[src/rtl/pwrup_pkg.sv]
package pwrup_pkg;

  typedef enum logic [3:0] {
    ST_SETTLE,
    ST_NOP,
    ST_PRE_A,
    ST_EMRS,
    ST_MRS_DLL,
    ST_PRE_B,
    ST_REF,
    ST_MRS_RUN,
    ST_WAIT,
    ST_DONE
  } step_e;

  // {cs_n, ras_n, cas_n, we_n}
  localparam logic [3:0] CMD_NOP = 4'b0111;
  localparam logic [3:0] CMD_PRE = 4'b0010;
  localparam logic [3:0] CMD_REF = 4'b0001;
  localparam logic [3:0] CMD_MRS = 4'b0000;

  localparam int A_DLL_RST   = 8;   // mode register: delay-locked loop reset
  localparam int A_ALL_BANKS = 10;  // precharge: all banks
  localparam int E_DLL_OFF   = 0;   // extended register: 1 disables the loop

  function automatic int max2(input int a, input int b);
    return (a > b) ? a : b;
  endfunction

endpackage

[src/rtl/pwrup_wait_timer.sv]
module pwrup_wait_timer #(
  parameter int CNT_W   = 8,
  parameter int RST_VAL = 0
) (
  input  logic             clk,
  input  logic             rst,
  input  logic             load,
  input  logic [CNT_W-1:0] load_val,
  output logic             zero
);

  logic [CNT_W-1:0] count;

  always_ff @(posedge clk) begin
    if (rst)
      count <= CNT_W'(RST_VAL);
    else if (load)
      count <= load_val;
    else if (count != '0)
      count <= count - 1'b1;
  end

  assign zero = (count == '0);

  // An expired timer stays expired until it is loaded again.
  assert_timer_hold_R9: assert property (@(posedge clk) disable iff (rst)
    (zero && !load) |=> zero);

endmodule

[src/rtl/pwrup_cmd_encode.sv]
module pwrup_cmd_encode
  import pwrup_pkg::*;
#(
  parameter int ROW_W = 13,
  parameter int BA_W  = 2
) (
  input  step_e             step,
  input  logic [ROW_W-1:0]  op_mode,
  input  logic [ROW_W-1:0]  ext_mode,
  output logic [3:0]        cmd,
  output logic [BA_W-1:0]   ba,
  output logic [ROW_W-1:0]  addr
);

  logic [ROW_W-1:0] pre_addr;
  logic [ROW_W-1:0] emrs_addr;
  logic [ROW_W-1:0] mrs_dll_addr;
  logic [ROW_W-1:0] mrs_run_addr;

  for (genvar i = 0; i < ROW_W; i++) begin : g_bit
    assign pre_addr[i]     = (i == A_ALL_BANKS);
    assign emrs_addr[i]    = (i == E_DLL_OFF) ? 1'b0 : ext_mode[i];
    assign mrs_dll_addr[i] = (i == A_DLL_RST) ? 1'b1 : op_mode[i];
    assign mrs_run_addr[i] = (i == A_DLL_RST) ? 1'b0 : op_mode[i];
  end

  always_comb begin
    cmd  = CMD_NOP;
    ba   = '0;
    addr = '0;
    unique case (step)
      ST_PRE_A, ST_PRE_B: begin
        cmd  = CMD_PRE;
        addr = pre_addr;
      end
      ST_EMRS: begin
        cmd  = CMD_MRS;
        ba   = BA_W'(1);
        addr = emrs_addr;
      end
      ST_MRS_DLL: begin
        cmd  = CMD_MRS;
        addr = mrs_dll_addr;
      end
      ST_MRS_RUN: begin
        cmd  = CMD_MRS;
        addr = mrs_run_addr;
      end
      ST_REF:  cmd = CMD_REF;
      default: cmd = CMD_NOP;
    endcase
  end

endmodule

[src/rtl/sdram_powerup_seq.sv]
module sdram_powerup_seq
  import pwrup_pkg::*;
#(
  parameter int CLK_MHZ    = 250,
  parameter int SETTLE_US  = 200,
  parameter int ROW_W      = 13,
  parameter int BA_W       = 2,
  parameter int T_MRD      = 2,
  parameter int T_RP       = 3,
  parameter int T_RFC      = 10,
  parameter int N_REFRESH  = 2,
  parameter int T_DLL_LOCK = 200
) (
  input  logic             clk,
  input  logic             rst,
  input  logic [ROW_W-1:0] op_mode,
  input  logic [ROW_W-1:0] ext_mode,
  output logic             cke,
  output logic             cs_n,
  output logic             ras_n,
  output logic             cas_n,
  output logic             we_n,
  output logic [BA_W-1:0]  ba,
  output logic [ROW_W-1:0] addr,
  output logic             done
);

  // All T_* values must be at least 2 and N_REFRESH at least 2.
  localparam int SETTLE_CYC = CLK_MHZ * SETTLE_US;
  localparam int MAX_WAIT   = max2(max2(SETTLE_CYC, T_DLL_LOCK),
                                   max2(T_RFC, max2(T_RP, T_MRD)));
  localparam int CNT_W      = $clog2(MAX_WAIT + 1);
  localparam int REF_W      = $clog2(N_REFRESH + 1);

  localparam logic [CNT_W-1:0] W_MRD  = CNT_W'(T_MRD - 2);
  localparam logic [CNT_W-1:0] W_RP   = CNT_W'(T_RP - 2);
  localparam logic [CNT_W-1:0] W_RFC  = CNT_W'(T_RFC - 2);
  localparam logic [CNT_W-1:0] W_LOCK = CNT_W'(T_DLL_LOCK - 2);

  step_e            st, st_nxt, ret, ret_nxt;
  logic [REF_W-1:0] ref_left;
  logic             wait_load, wait_zero, lock_load, lock_zero;
  logic [CNT_W-1:0] wait_val;

  logic [3:0]       cmd_nxt, cmd_q;
  logic [BA_W-1:0]  ba_nxt;
  logic [ROW_W-1:0] addr_nxt;

  // Wait timer: the reset value covers the settling delay.
  pwrup_wait_timer #(.CNT_W(CNT_W), .RST_VAL(SETTLE_CYC - 1)) u_wait (
    .clk(clk), .rst(rst), .load(wait_load), .load_val(wait_val), .zero(wait_zero)
  );

  // Lock timer, started by the delay-locked-loop reset.
  pwrup_wait_timer #(.CNT_W(CNT_W), .RST_VAL(0)) u_lock (
    .clk(clk), .rst(rst), .load(lock_load), .load_val(W_LOCK), .zero(lock_zero)
  );

  always_comb begin
    st_nxt    = st;
    ret_nxt   = ret;
    wait_load = 1'b0;
    wait_val  = '0;
    lock_load = 1'b0;
    unique case (st)
      ST_SETTLE: if (wait_zero) st_nxt = ST_NOP;
      ST_NOP:    st_nxt = ST_PRE_A;
      ST_PRE_A: begin
        st_nxt = ST_WAIT; ret_nxt = ST_EMRS;    wait_load = 1'b1; wait_val = W_RP;
      end
      ST_EMRS: begin
        st_nxt = ST_WAIT; ret_nxt = ST_MRS_DLL; wait_load = 1'b1; wait_val = W_MRD;
      end
      ST_MRS_DLL: begin
        st_nxt = ST_WAIT; ret_nxt = ST_PRE_B;   wait_load = 1'b1; wait_val = W_MRD;
        lock_load = 1'b1;
      end
      ST_PRE_B: begin
        st_nxt = ST_WAIT; ret_nxt = ST_REF;     wait_load = 1'b1; wait_val = W_RP;
      end
      ST_REF: begin
        st_nxt    = ST_WAIT;
        ret_nxt   = (ref_left > REF_W'(1)) ? ST_REF : ST_MRS_RUN;
        wait_load = 1'b1;
        wait_val  = W_RFC;
      end
      ST_MRS_RUN: begin
        st_nxt = ST_WAIT; ret_nxt = ST_DONE;    wait_load = 1'b1; wait_val = W_MRD;
      end
      ST_WAIT:
        if (wait_zero && (ret != ST_DONE || lock_zero)) st_nxt = ret;
      default: st_nxt = ST_DONE;
    endcase
  end

  pwrup_cmd_encode #(.ROW_W(ROW_W), .BA_W(BA_W)) u_enc (
    .step(st_nxt), .op_mode(op_mode), .ext_mode(ext_mode),
    .cmd(cmd_nxt), .ba(ba_nxt), .addr(addr_nxt)
  );

  always_ff @(posedge clk) begin
    if (rst) begin
      st       <= ST_SETTLE;
      ret      <= ST_SETTLE;
      ref_left <= REF_W'(N_REFRESH);
      cke      <= 1'b0;
      done     <= 1'b0;
      cmd_q    <= CMD_NOP;
      ba       <= '0;
      addr     <= '0;
    end else begin
      st    <= st_nxt;
      ret   <= ret_nxt;
      if (st == ST_REF) ref_left <= ref_left - 1'b1;
      cke   <= (st_nxt != ST_SETTLE);
      done  <= (st_nxt == ST_DONE);
      cmd_q <= cmd_nxt;
      ba    <= ba_nxt;
      addr  <= addr_nxt;
    end
  end

  assign {cs_n, ras_n, cas_n, we_n} = cmd_q;

  assert_cke_sticky_R1: assert property (@(posedge clk) disable iff (rst)
    cke |=> cke);
  assert_cke_low_nop_R2: assert property (@(posedge clk) disable iff (rst)
    !cke |-> (cmd_q == CMD_NOP));
  assert_pre_all_banks_R4: assert property (@(posedge clk) disable iff (rst)
    (cmd_q == CMD_PRE) |-> addr[A_ALL_BANKS]);
  assert_refresh_count_R7: assert property (@(posedge clk) disable iff (rst)
    (st == ST_MRS_RUN) |-> (ref_left == '0));
  assert_done_after_lock_R10: assert property (@(posedge clk) disable iff (rst)
    done |-> lock_zero);
  assert_done_sticky_R11: assert property (@(posedge clk) disable iff (rst)
    done |=> (done && cke));
  assert_done_idle_R11: assert property (@(posedge clk) disable iff (rst)
    done |-> (cmd_q == CMD_NOP));

endmodule

[config.mk]
export PLATFORM = sky130hd
export DESIGN_NAME = sdram_powerup_seq
export DESIGN_NICKNAME = d
export VERILOG_FILES = /design/src/rtl/pwrup_pkg.sv /design/src/rtl/pwrup_wait_timer.sv /design/src/rtl/pwrup_cmd_encode.sv /design/src/rtl/sdram_powerup_seq.sv
export SDC_FILE = /design/constraint.sdc
export NUM_CORES = 1
export LEC_CHECK = 0
export ABC_AREA = 1
export BUFFER_PORTS_ARGS = -buffer_cell sky130_fd_sc_hd__buf_2
export CORE_MARGIN = 1.5
export CORE_UTILIZATION = 30
export CTS_BUF_LIST = sky130_fd_sc_hd__clkbuf_8 sky130_fd_sc_hd__clkbuf_16
export DETAILED_ROUTE_END_ITERATION = 8
export GPL_TIMING_DRIVEN = 0
export SYNTH_ARGS = -nofsm -noshare
export SYNTH_HDL_FRONTEND = slang
export SYNTH_SLANG_ARGS = --single-unit
[constraint.sdc]
create_clock -name clk -period 2.4 [get_ports clk]
set_clock_uncertainty 0.15 [all_clocks]
set_input_delay 0 -clock clk [delete_from_list [all_inputs] [get_ports clk]]
set_output_delay 0 -clock clk [all_outputs]
set_load 0.01 [all_outputs]
# Word level (Yosys, flattened, before mapping)
# Cells that the tools add are included.
[classes]
n_addsub = 3
n_mul = 0
div = 0
magnitude_cmp = 1
n_eq_ne = 16
shift = 0
muxes = 15
n_bitwise = 0
n_reduce_logical = 16
[ops]
columns = ["op", "count"]
rows = [
  ["$pmux W13 S4", 1],
  ["$eq A4 B3 Y1 const B", 8],
  ["$logic_not A16 Y1", 2],
  ["$mux W16", 2],
  ["$reduce_bool A16 Y1", 2],
  ["$sub A16 B1 Y16 const B", 2],
  ["$pmux W4 S6", 1],
  ["$eq A4 B2 Y1 const B", 4],
  ["$mux W8", 2],
  ["$pmux W4 S4", 1],
  ["$pmux W3 S3", 1],
  ["$eq A4 B4 Y1 const B", 2],
  ["$mux W4", 2],
  ["$pmux W4 S2", 1],
  ["$reduce_bool A6 Y1", 1],
  ["$reduce_or A2 Y1", 3],
  ["$reduce_or A6 Y1", 1],
  ["$eq A4 B1 Y1 const B", 1],
  ["$logic_not A4 Y1", 1],
  ["$mux W1", 4],
  ["$ne A4 B4 Y1 const B", 1],
  ["$reduce_bool A2 Y1", 2],
  ["$reduce_bool A4 Y1", 1],
  ["$reduce_or A3 Y1", 1],
  ["4 further kinds", 4],
]
[totals]
ff_bits = 63
latch_bits = 0
ram_bits = 0
rom_bits = 0
input_bits = 28
output_inout_bits = 21
word_cells = 62
mem_count = 0

# Depth between registers and ports, before layout
# Gate-level depths: netlist of run 1.
[logic_depth]
depth_word = 8
depth_mapped = 17
depth_no_buf = 16

# Hierarchy
# From an unflattened synthesis of run 1, not the netlist that was laid out.
[unflattened]
cells_unflattened = 553
area_unflattened_um2 = 3594.7
[modules_own_cells]
columns = ["mod", "n_inst", "cells_per_inst", "area_each_um2", "seq_area_each_um2"]
rows = [
  ["sdram_powerup_seq", 1, 154, 1208.7, 620.6],
  ["pwrup_wait_timer at u_lock", 1, 179, 1114.8, 320.3],
  ["pwrup_wait_timer at u_wait", 1, 152, 969.7, 320.3],
  ["pwrup_cmd_encode", 1, 68, 301.5, 0.0],
]

# Worst setup path before layout of run 1
# Ideal clock, no wire load.
[synth_path]
path_type = "reg-to-reg"
from = "register u_wait.count[0]"
to = "register addr[11]"
setup_time_ns = 0.066
t_arrival_ns = 1.758
t_required_ns = 2.184
setup_slack_ns = 0.426
stages_incl_launch_ff = 14
n_path_buf = 1
period_less_slack_ns = 1.974
path_cell_list = "dfxtp_1 > inv_1 > ha_1 > nand2_2 > nor2_1 > and2_2 > nand2_1 > nand2_1 > o21ai_1 > nand3_1 > a21oi_4 > nand3_2 > buf_6 > a21oi_2"
[synth_between]
elab_chain_cells = 7
elab_cells_between_ends = 12
classes_between = "eq/ne: 5; mux: 4; reduce/logical: 3"
[synth_rtl]
columns = ["element", "line_no", "text"]
rows = [
  ["start, declared", "pwrup_wait_timer.sv:12", "logic [CNT_W-1:0] count;"],
  ["start signal, assigned", "pwrup_wait_timer.sv:16", "count <= CNT_W'(RST_VAL);"],
  ["start signal, assigned", "pwrup_wait_timer.sv:18", "count <= load_val;"],
  ["start signal, assigned", "pwrup_wait_timer.sv:20", "count <= count - 1'b1;"],
  ["$logic_not A16 Y1 *", "pwrup_wait_timer.sv:23", "assign zero = (count == '0);"],
  ["$logic_and A1 B1 Y1", "sdram_powerup_seq.sv:91", "if (wait_zero && (ret != ST_DONE || lock_zero)) st_nxt = ret;"],
  ["$mux W4", "sdram_powerup_seq.sv:91", ""],
  ["$pmux W4 S4 *", "sdram_powerup_seq.sv:65", "unique case (st)"],
  ["$eq A4 B2 Y1 or $eq A4 B3 Y1 (tied branches)", "pwrup_cmd_encode.sv:31", "unique case (step)"],
  ["$reduce_or A2 Y1", "pwrup_cmd_encode.sv:31", ""],
  ["$pmux W13 S4 *", "pwrup_cmd_encode.sv:31", ""],
  ["end signal, assigned", "sdram_powerup_seq.sv:119", "addr <= addr_nxt;"],
  ["end, declared", "sdram_powerup_seq.sv:24", "output logic [ROW_W-1:0] addr,"],
]
# Every way passes the cells marked *; elsewhere a longest branch is shown, timed or not.
# A chain may end at the register's enable or synchronous reset.

# Worst setup path after layout of run 1
[layout_path]
from = "register u_lock.count[0]"
to = "register addr[5]"
[layout_between]
elab_chain_cells = 8
elab_cells_between_ends = 12
classes_between = "eq/ne: 5; mux: 3; reduce/logical: 4"
[layout_rtl]
columns = ["element", "line_no"]
rows = [
  ["start, declared", "pwrup_wait_timer.sv:12"],
  ["start signal, assigned", "pwrup_wait_timer.sv:16"],
  ["start signal, assigned", "pwrup_wait_timer.sv:18"],
  ["start signal, assigned", "pwrup_wait_timer.sv:20"],
  ["$logic_not A16 Y1 *", "pwrup_wait_timer.sv:23"],
  ["$logic_or A1 B1 Y1 *", "sdram_powerup_seq.sv:91"],
  ["$logic_and A1 B1 Y1 *", "sdram_powerup_seq.sv:91"],
  ["$mux W4 *", "sdram_powerup_seq.sv:91"],
  ["$pmux W4 S4 *", "sdram_powerup_seq.sv:65"],
  ["$eq A4 B2 Y1 or $eq A4 B3 Y1 (tied branches)", "pwrup_cmd_encode.sv:31"],
  ["$reduce_or A2 Y1", "pwrup_cmd_encode.sv:31"],
  ["$pmux W13 S4 *", "pwrup_cmd_encode.sv:31"],
]
# Marked as above.

==> results_dict.tcl, run 1 <==
set metrics [dict create \
    outcome "finished clean" \
    clkPwrFrac 0.314 \
    syn2layout_area_growth_pct 31.61 \
    cts_max_level 3 \
    io_buffers 44 \
    wl_mm 7.964 \
    setup_violations 0 \
    synth_mux_area_frac 0 \
    crit_type "reg -> reg" \
    worstMarginPinSlew_ps 557.8 \
    die_area_mm2 0.01076 \
    maxCapViolations 0 \
    maxSlewViolCount 0 \
    crit_arrival_ps 2340 \
    stdcell_area_mm2 0.004006 \
    synthXorXnorAreaFrac 0.03453 \
    vias 2934 \
    cts_root_buf "clkbuf_8" \
    pwr-share-seq 0.385 \
    leakage_nw 1.759 \
    cts_sinks 61 \
    synth-edff-count 0 \
    slew_headroom 0.6282 \
    boundaryPins 49 \
    global_route.peak_usage_layer "met2" \
    post-route-util 0.4080 \
    slowest_stage "dfxtp_1" \
    hold-path-cell-count 4 \
    avgRoutedWirePerCell_um 12.40 \
    yosysUniqueCellTypes 40 \
    drc 0 \
    powerDensity_mw_per_mm2 826.9 \
    clkSlewWorstSetupHoldPaths_ps 70 \
    yosys_warnings 0 \
    finalNonFillerCells 642 \
    drt_iter0_markers 196 \
    dr.pass1.iters 4 \
    layout.nets 535 \
    grt_pass1_vias 2943 \
    fp.dieH_um 103.7 \
    synth-compound-area-share 0.1291 \
    fmax_mhz 451.4 \
    placed_area_mm2 0.003435 \
    p_switching_mw 1.141 \
    avgSynthCellArea_um2 7.248 \
    hold_ws_ps 301.3 \
    cp_common_cell "nand2_2" \
    core_mm2 0.009819 \
    crit_cells 15 \
    start_util 0.3100 \
    grt-ovfl-total 0 \
    gr-usage-met3 0.04405 \
    placed_cells 598 \
    via_per_inst 4.570 \
    ir_drop_v 0.0004497 \
    cts_buffers 9 \
    period_share 0.9230 \
    synth-simple-area-share 0.3247 \
    fin_ws_ps 184.8 \
    synth_cells 420 \
    clock_latency_ps 340 \
    rows 36 \
    async_reset_ff_frac 0 \
    p_total_mw 3.313 \
    cp-start-kind "flop" \
    synth_top_family_by_area "simple AND/OR/NAND/NOR gates" \
    final.setup.tns_ps 0 \
    clock_path_buffers 2 \
    rr_worst_depth 15 \
    drive_above_1_share 0.2362 \
    antenna_found_initial 1 \
    cp_max_fo 5 \
    rsz0062_at_grt "false" \
    internal_power_mw 2.172 \
    path_buf_inv 3 \
    final_hold_viol_count 0 \
    critical_path.endpoint_type "flop" \
    synth_area_mm2 0.003044 \
    ys_seq_area_frac 0.4012 \
    grt_usage 0.1543 \
    gp_congestion 0.8309 \
    holdCritPathClass "in -> reg" \
    cts_tree "yes" \
    path_cells "inv_1 > ha_2 > nand2_1 > nor2_4 > nand2_2 > nand2_4 > nand2_2 > nand2_2 > nand3_4 > nand2_4 > inv_4 > a21oi_4 > nand3_4 > clkbuf_16 > a21oi_2" \
    die_w_um 103.7 \
    swShare 0.3444 \
    cp_slowest_stage_delay_ps 310 \
    synth-main-ff-cell "dfxtp_1" \
    grt_pass1_wl_mm 13.27 \
    critPathTopFamily "simple AND/OR/NAND/NOR gates" \
    ys_seq_elements 61 \
    power_frac_comb 0.301 \
    use_met1 0.1703 \
    required_ps 2530 \
    dp_hpwl_mm 5.269 \
    post-route-min-period_ps 2215 \
    postRouteAntennaNets 0 \
    gr-usage-met2 0.2610 \
    synthAdderAreaFrac 0.01644 \
    grt_max_degree 11 \
    pre_cts_slack_ps 161.8 \
]
## kinds of logic after synthesis
kind of cell             after synthesis
AO/OA/AOI/OAI                         64
XOR/XNOR                              12
adder cells (fa/ha/maj)                4
buffers and inverters                 69
flip-flops                            61
other                                  1
AND/OR/NAND/NOR                      209
## flip-flops by register name (all words and copies together) (netlist names)
signal,flops
cmd_q,3
st,4
u_wait.count,16
u_lock.count,16
cke,1
ba,1
done,1
ret,4
addr,13
ref_left,2
## worst min-delay path, stage by stage
cell           delay (ps)
dlygate4sd3_1         530
buf_2                 120
nand2_1                70
a21oi_2                40
## area by class of cell
class	count	area, um^2
diodes	1	2.502
clock inverters	5	75.07
plain buffers	11	75.07
repair buffers	71	503.0
fillers	1014	5813
inverters	58	222.7
multi-input cells	291	1589
well taps	133	166.4
clock buffers	11	151.4
flip-flops and latches	61	1221
## final timing paths
| path | slack [ps] | startpoint | endpoint |
|---|---|---|---|
| setup reg to reg | 180 | u_lock.count[0] | addr[5] |
| setup / recovery | 180 | u_lock.count[0] | addr[5] |
| hold / removal | 300 | ext_mode[3] | addr[3] |
| hold reg to reg | 340 | ref_left[1] | ref_left[1] |
## cells in the mapped netlist (2+ instances only)
cell / number / area share
nor2_1: 65 / 0.080
nor2_4: 2 / 0.0074
inv_1: 52 / 0.064
clkbuf_1: 5 / 0.0062
o21ai_0: 18 / 0.030
nor3_1: 7 / 0.012
o31ai_1: 3 / 0.0074
nand3_1: 19 / 0.031
a31oi_1: 2 / 0.0041
a21oi_1: 23 / 0.038
xor2_1: 8 / 0.023
nand2_1: 67 / 0.083
nand3_2: 3 / 0.0099
nand2_2: 8 / 0.016
xnor2_1: 4 / 0.012
a21oi_2: 9 / 0.026
ha_1: 4 / 0.016
nand2_4: 4 / 0.015
o21ai_1: 2 / 0.0033
inv_2: 5 / 0.0062
nor4_1: 5 / 0.010
nand4_1: 14 / 0.029
buf_4: 3 / 0.0074
nor2_2: 11 / 0.023
dfxtp_1: 61 / 0.40
buf_2: 2 / 0.0033
## cell usage in the layout, fill, tap and decap left out, drive strengths merged, types with 5 or more instances in the layout
| cell | instances |
|---|---|
| nand3 | 22 |
| nor3 | 7 |
| clkbuf | 18 |
| nor4 | 5 |
| dfxtp | 61 |
| nand2 | 79 |
| inv | 60 |
| xor2 | 8 |
| buf | 50 |
| a21oi | 33 |
| o21ai | 20 |
| nor2 | 78 |
| nand4 | 14 |
| dlygate4sd3 | 25 |
## power by group through the flow
stage                     registers [mW]  logic (mW)  clock network (mW)
after floorplan                     1.27       0.754                   0
after global placement              1.29       0.898                   0
after detailed placement            1.29       0.926                   0
after CTS                           1.27       0.965                1.07
after global routing                1.29        1.14                1.11
final                               1.28       0.998                1.04
## repair_timing
item                                    CTS  global route
setup buffers                             0             1
hold buffers                             25             0
resized for setup                         0            18
endpoints found under the hold margin    22             0
endpoints found under the setup margin    0            15
## per-layer routing
metal  part of all wire  up-vias
met4              0.040        0
met3              0.038       24
met2               0.48       60
met5                  0        -
li1                   -     1525
met1               0.44     1325
(Power assumes the default switching activity.)
==> inputs of run 2 (changes only) <==
Settings changed: CORE_ASPECT_RATIO set to 1.25, SETUP_SLACK_MARGIN set to 0.5.
==> results_dict.tcl, run 2 (synthesized netlist as in run 1, its figures left out) <==
set metrics [dict create \
    outcome "finished clean" \
    cts_buffers 9 \
    syn2layout_area_growth_pct 49.73 \
    crit_arrival_ps 2260 \
    rsz0062_at_grt "true" \
    slew_headroom 0.5823 \
    grt-ovfl-total 0 \
    core_mm2 0.009759 \
    reg_top3 "u_lock.count (16), u_wait.count (16), addr (13)" \
    dp_hpwl_mm 5.233 \
    finalNonFillerCells 662 \
    postRouteAntennaNets 0 \
    clkSlewWorstSetupHoldPaths_ps 50 \
    fmax_mhz 466.1 \
    cts_sinks 61 \
    cp-start-kind "flop" \
    final.setup.tns_ps 0 \
    pre_cts_slack_ps 209.0 \
    fp.dieH_um 115.6 \
    drt_iter0_markers 118 \
    boundaryPins 49 \
    grt_usage 0.1569 \
    maxCapViolations 0 \
    rows 40 \
    clock_latency_ps 330 \
    grt_pass1_wl_mm 13.46 \
    fin_ws_ps 254.7 \
    post-route-min-period_ps 2145 \
    route.met2.wl_mm 4.219 \
    placed_cells 591 \
    vias 3087 \
    cts_max_level 3 \
    gp_congestion 0.8101 \
    cts_root_buf "clkbuf_16" \
    dr.max_layer_used "met4" \
    drc 0 \
    diodes 0 \
    wl_mm 8.039 \
    leakage_nw 2.010 \
    period_share 0.8939 \
    dr.pass1.iters 4 \
    route.met3.wl_um 233 \
    cp_max_fo 5 \
    maxSlewViolCount 0 \
    clock_path_buffers 2 \
    startpoint "u_wait.count[1]" \
    antenna_found_initial 0 \
    crit_type "reg -> reg" \
    holdCritPathClass "in -> reg" \
    powerDensity_mw_per_mm2 930.4 \
    start_util 0.3119 \
    setup_violations 0 \
    via_per_inst 4.663 \
    layout_common_cells "54 x nand2_1, 51 x nor2_1, 49 x inv_1" \
    wl_met1_mm 3.405 \
    cts_tree "yes" \
    die_area_mm2 0.01076 \
    grt_max_degree 11 \
    ir_drop_v 0.0003936 \
    final_common_cell "nand2_1" \
    layout.nets 563 \
    drive_above_1_share 0.3750 \
    worstMarginPinSlew_ps 626.5 \
    avgRoutedWirePerCell_um 12.14 \
    required_ps 2510 \
    final_hold_viol_count 0 \
    worstHoldStart "op_mode[0]" \
    io_buffers 44 \
    r2r_start "u_wait.count[1]" \
    die_w_um 93.10 \
    critical_path.endpoint_type "flop" \
    grt_pass1_vias 3046 \
]
[run 2: path summary, 6_finish.rpt]
kind,end,slack [ps],cells after the start
max,addr[11],250,15
min,addr[0],310,4
max reg2reg,addr[11],250,15
min reg2reg,ref_left[1],320,2
[run 2: layer usage]
layer | vias to the layer above | GRT usage
met5 | - | 0
met4 | 0 | 0.07778
met3 | 18 | 0.03215
met2 | 55 | 0.2749
met1 | 1437 | 0.1809
li1 | 1577 | -
[run 2: where the power goes]
part / leakage [nW] / internal [mW] / switching [mW]
clock: 0.175 / 1.03 / 0.441
combinational: 1.34 / 0.679 / 0.777
sequential: 0.498 / 1.16 / 0.154
total: 2.01 / 2.87 / 1.37
[run 2: through the flow]
stage,util,cell area [um^2],power [mW],hold slack [ps]
CTS,0.4488,4380,4.067,303.0
floorplan,-,3079,2.024,-25.51
finish,0.4671,4558,4.241,313.7
global route,0.4671,4558,4.508,322.3
detailed placement,0.3542,3457,2.218,88.37
global placement,0.3542,3457,2.194,84.23
[run 2: what timing repair did]
| item | in CTS | in global routing |
|---|---|---|
| setup buffers | 18 | 9 |
| gates resized for setup | 46 | 38 |
| endpoints found under the hold margin | 20 | 0 |
| endpoints found under the setup margin | 33 | 42 |
| gates cloned | 3 | 0 |
| hold buffers | 25 | 0 |
| pin swaps | 26 | 22 |
[run 2: worst max-delay path, cell delays in order (launching register included)]
cell,delay (ps)
dfxtp_2,330
inv_2,60
ha_4,150
nand2_4,70
nor2_4,80
nand2_2,70
nor2_4,150
nand2_2,80
nand2_2,80
nand3_4,90
nand2_4,120
inv_4,50
a21oi_4,180
nand3_4,140
buf_8,170
a21oi_2,100
[run 2: cell type report]
cell class | count | area [um^2]
buffer | 11 | 83.83
clock buffer | 10 | 239.0
clock inverter | 6 | 102.6
fill | 926 | 5201
inverter | 58 | 220.2
multi-input combinational | 291 | 1790
sequential | 61 | 1237
tap | 126 | 157.7
timing repair buffer | 98 | 719.4
timing repair inverter | 1 | 7.507
